$ cat config.mk
export PLATFORM = sky130hd
export DESIGN_NAME = fill_shifter
export DESIGN_NICKNAME = d
export VERILOG_FILES = /design/src/rtl/fsh_pkg.sv /design/src/rtl/fsh_op_sel.sv /design/src/rtl/fsh_shift_net.sv /design/src/rtl/fill_shifter.sv
export SDC_FILE = /design/constraint.sdc
export NUM_CORES = 1
export LEC_CHECK = 0
export BUFFER_PORTS_ARGS = -buffer_cell sky130_fd_sc_hd__clkbuf_2
export CAP_MARGIN = 5
export CORE_MARGIN = 10
export CORE_UTILIZATION = 30
export CTS_CLUSTER_DIAMETER = 50
export DETAILED_ROUTE_END_ITERATION = 12
export GPL_ROUTABILITY_DRIVEN = 0
export PLACE_DENSITY = 0.53
export SYNTH_ARGS = -nofsm -noshare
export SYNTH_HDL_FRONTEND = slang
export SYNTH_SLANG_ARGS = --single-unit
$ cat constraint.sdc
create_clock -name clk -period 3.1 [get_ports clk]
set_input_delay 0.31 -clock clk [delete_from_list [all_inputs] [get_ports clk]]
set_output_delay 0.31 -clock clk [all_outputs]
set_load 0.05 [all_outputs]
$ cat src/rtl/fsh_pkg.sv
package fsh_pkg;
   typedef enum logic [1:0] {
      FSH_HOLD  = 2'd0,
      FSH_LOAD  = 2'd1,
      FSH_RIGHT = 2'd2,
      FSH_LEFT  = 2'd3
   } fsh_op_e;
endpackage

$ cat src/rtl/fsh_op_sel.sv
module fsh_op_sel
   import fsh_pkg::*;
(
   input  logic    ld_en,
   input  logic    go_right,
   input  logic    go_left,
   output fsh_op_e op
);
   // fixed priority: load, then right, then left, else hold
   always_comb begin
      if (ld_en)         op = FSH_LOAD;
      else if (go_right) op = FSH_RIGHT;
      else if (go_left)  op = FSH_LEFT;
      else               op = FSH_HOLD;
   end
endmodule

$ cat src/rtl/fsh_shift_net.sv
module fsh_shift_net #(
   parameter int WIDTH   = 8,
   parameter int AMT_W   = 3,
   parameter bit LOG_NET = 1'b1
) (
   input  logic [WIDTH-1:0] src,
   input  logic [AMT_W-1:0] amt,
   input  logic             fill,
   input  logic             to_right,
   output logic [WIDTH-1:0] dst
);
   generate
      if (LOG_NET) begin : g_log
         // stage s moves the word by 2**s positions when amt[s] is set
         logic [AMT_W:0][WIDTH-1:0] stg;
         assign stg[0] = src;
         for (genvar s = 0; s < AMT_W; s++) begin : g_stage
            localparam int K = 1 << s;
            for (genvar b = 0; b < WIDTH; b++) begin : g_bit
               logic r_bit;
               logic l_bit;
               if (b + K < WIDTH) begin : g_rsrc
                  assign r_bit = stg[s][b+K];
               end else begin : g_rfill
                  assign r_bit = fill;
               end
               if (b >= K) begin : g_lsrc
                  assign l_bit = stg[s][b-K];
               end else begin : g_lfill
                  assign l_bit = fill;
               end
               assign stg[s+1][b] = amt[s] ? (to_right ? r_bit : l_bit)
                                           : stg[s][b];
            end
         end
         assign dst = stg[AMT_W];
      end else begin : g_flat
         // one decoded candidate per distance
         always_comb begin
            dst = src;
            for (int j = 1; j < WIDTH; j++) begin
               if (amt == AMT_W'(j)) begin
                  if (to_right)
                     dst = (src >> j) | (fill ? ~({WIDTH{1'b1}} >> j) : '0);
                  else
                     dst = (src << j) | (fill ? ~({WIDTH{1'b1}} << j) : '0);
               end
            end
         end
      end
   endgenerate
endmodule

$ cat src/rtl/fill_shifter.sv
module fill_shifter
   import fsh_pkg::*;
#(
   parameter int WIDTH   = 8,
   parameter bit LOG_NET = 1'b1,
   localparam int AMT_W  = $clog2(WIDTH)
) (
   input  logic             clk,
   input  logic             rst_n,
   input  logic             ld_en,
   input  logic             go_right,
   input  logic             go_left,
   input  logic [AMT_W-1:0] amt,
   input  logic             fill_in,
   input  logic [WIDTH-1:0] word_in,
   output logic [WIDTH-1:0] word_out
);
   generate
      if (WIDTH < 2 || (1 << AMT_W) != WIDTH) begin : g_bad_width
         $error("fill_shifter: WIDTH must be a power of two, at least 2");
      end
   endgenerate

   fsh_op_e          op;
   logic [WIDTH-1:0] shifted;

   fsh_op_sel u_sel (
      .ld_en    (ld_en),
      .go_right (go_right),
      .go_left  (go_left),
      .op       (op)
   );

   fsh_shift_net #(
      .WIDTH   (WIDTH),
      .AMT_W   (AMT_W),
      .LOG_NET (LOG_NET)
   ) u_net (
      .src      (word_out),
      .amt      (amt),
      .fill     (fill_in),
      .to_right (op == FSH_RIGHT),
      .dst      (shifted)
   );

   always_ff @(posedge clk) begin
      if (!rst_n) begin
         word_out <= '0;
      end else begin
         case (op)
            FSH_LOAD:            word_out <= word_in;
            FSH_RIGHT, FSH_LEFT: word_out <= shifted;
            default:             word_out <= word_out;
         endcase
      end
   end
endmodule

==> summary.md <==
| Metric | Value |
|---|---|
| Num rows | 23 |
| R2r setup slk | 1450 ps |
| Remaining DRCs | 0 |
| Synth Net Count | 172 |
| Yosys reg bits | 8 |
| Synth warn | 0 |
| Routed wl met2 | 1724 um |
| Top-area cell type share of the netlist area | 13.25% |
| Post-DP HPWL | approximately 2700 um |
| Syn Area/Cell | 7.798 sq um |
| Syn Std Cell Area | 1209 sq um |
| Worst path required time | 3220 ps |
| Congestion Overflow GR | 0 |
| Async S/R FF share, synth | 0% |
| CTS Buf Count | 3 |
| Max Cap Viol | 0 |
| CTS sink count | 8 |
| R2r startpoint | word_out[2]$_SDFFE_PN0P_ |
| # IOs | 25 |
| WL/cell | 17.90 um |
| RSZ-0062 raised after global routing | false |
| Final Cycle Share | 62.75% |
| Critical path class | input port to register |
| Area leader, netlist | dfxtp_1 |
| Cell with the most instances after synthesis | nand2_1 |
| LEAKAGE | ~0.50 nW |
| Vias in the first global route | 1293 |
| Setup_tns | 0 ps |
| Placeable core area | 3943 sq um |
| F_max | 514.1 MHz |
| Largest net degree at the start of global routing | 30 |
| Share of layout cells above drive strength 1 | around 27% |
| Top flop regs | word_out (8) |
| Max Used Layer | met4 |
| Worst Hold Path EP | word_out[7]$_SDFFE_PN0P_ |
| Die Y | about 83 um |
| Cell variety after synth | 51 |
| Nets@finish | about 180 |
| Most flops, register | word_out |
| Die Area | 6968 sq um |
| Die Width | 83.48 um |
| Worst-path clk slew | 50 ps |
| Crit Reg-Reg Endpoint | word_out[6]$_SDFFE_PN0P_ |
| Fin crit period | 1945 ps |
| # diodes | 0 |
| Final ANT Viol Nets | 0 |
| Run status | finished, final reports clean |
| Initial antenna violation count | 0 |
| Vias per std cell | approximately 6 |
| Post-synthesis instance total | 155 |
| PortBufs | 24 |
| Postcts setup bufs | 0 |
| CTS tree | done |
| Slew Viols, Final | 0 |
| Met3 wire length | 341 um |
| Pre-CTS setup slack | approximately 920 ps |
| Setup Skew | 3.504 ps |
| R2R depth | 3 |
| Endpoints failing setup | 0 |
| Clock Tree Buf Depth | 2 |
| Top cells by area, synth | dfxtp_1, mux4_2, nand2_1, buf_6, mux2_2 |
| DRT Pass-1 Iters | 4 |
| Type of origin of the critical path | input port |
| Min-delay worst type | input port to register |
| Final setup margin | about 1200 ps |
| Worst Hold Depth | 5 |
| Maximum vdd ir drop | 103.9 uV |
| CP arrival | just over 2000 ps |
| Starting Density | 30.66% |
| CTS Hold Bufs | 0 |
| Synth top cells by count | nand2_1, a21oi_1 |
| Layout overhead on the synthesized area | 9.006% |
| Initial DRC Count | 135 |
| Setup crit end kind | register |
| Seq/Total Area, Yosys | 13.25% |
| Clock root buffer master | clkbuf_8 |
| Gr usage total | 10.48% |
| Tightest Pin Transition | 613.3 ps |
| Worst-path fanout max | 25 |
| Leading register cell type out of synthesis | dfxtp_1 |
| Vias | 1279 |
| Cts repair resizes | 0 |
| M1 WL | 1654 um |
| Crit. Startpoint | ld_en |
| Clk_lat worst skew | 230 ps |
| Fillers | 420 |
| Global-route wire length before repair | 6320 um |
| Post-synth EDFFs | 0 |
| DRT Wirelength | 3813 um |
| Flip-flop count of the largest register after layout | 8 |
| PD cells | approximately 340 nW/um^2 |
| Slew HR | roughly three fifths |
| Worst Hold Launch | word_in[7] |
| H-tree level count | 1 |
| Final hold vios | 0 |
logic make-up after synthesis:
group	Yosys count	share of synthesized area [%]
simple gates	57	23.91
buf+inv	24	11.39
flops	8	13.25
mux	14	19.05
compound gates	52	32.40
worst max-delay path, cell delays in order:
cell,delay [ps]
clkbuf_2,280
nor2b_4,590
mux2_4,350
mux2_2,260
o311a_1,270
placed cells by master (no fill, tap or decap), types with 2 or more instances in the layout:
master	n
a2111oi_0	2
a211oi_1	5
a21oi_1	9
a311o_1	3
a311oi_1	2
and3_1	2
clkbuf_2	24
clkbuf_8	3
dfxtp_1	8
inv_1	4
mux2_2	5
mux2i_1	2
mux4_2	5
nand2_1	22
nand2b_1	8
nand3_1	3
nand3b_1	2
nand4_1	2
nor2_1	8
nor2b_1	3
o2111a_1	2
o211ai_1	2
o21ai_0	7
o311a_1	2
o311ai_0	3
o31ai_1	2
metal layers:
layer  track usage, %  vias up
li1                 -      608
met4            6.393        0
met2            15.66       79
met3            2.148        7
met1            13.36      585
met5                0        -
how the worst max path moves through the flow:
stage / to / cells after the start
floorplan: word_out[6]$_SDFFE_PN0P_ / 3
detailed placement: word_out[1]$_SDFFE_PN0P_ / 5
global route: word_out[0]$_SDFFE_PN0P_ / 5
CTS: word_out[1]$_SDFFE_PN0P_ / 5
finish: word_out[1]$_SDFFE_PN0P_ / 5
global placement: word_out[1]$_SDFFE_PN0P_ / 5
through the flow:
step | hold WS (ps) | cell area, sq um | total power, W | utilization (%) | std cells
final | 414.4 | 1318 | 0.0004476 | 33.42 | 213
after CTS | 413.9 | 1318 | 0.0004479 | 33.42 | 213
after floorplan | 514.8 | 1209 | 0.0002775 | - | 155
after global placement | 652.4 | 1276 | 0.0003179 | 32.37 | 210
after global routing | 467.4 | 1318 | 0.0004746 | 33.42 | 213
after detailed placement | 645.3 | 1276 | 0.0003183 | 32.37 | 210
area by class of cell:
class | instances | area, sq um | share of cell area, %
multi-input cells | 123 | 910.9 | 69.14
flip-flops and latches | 8 | 160.2 | 12.16
repair buffers | 25 | 127.6 | 9.687
well taps | 50 | 62.56 | 4.748
clock buffers | 3 | 41.29 | 3.134
inverters | 4 | 15.01 | 1.140
power breakdown:
group | internal (W) | leakage (nW) | switching (W)
Sequential | 0.000112 | 0.0665 | 0.0000242
Clock | 0.0000846 | 0.0216 | 0.0000454
Combinational | 0.0000714 | 0.410 | 0.000110
Total | 0.000268 | 0.498 | 0.000179
No activity file was read; power rests on OpenSTA's default activity.
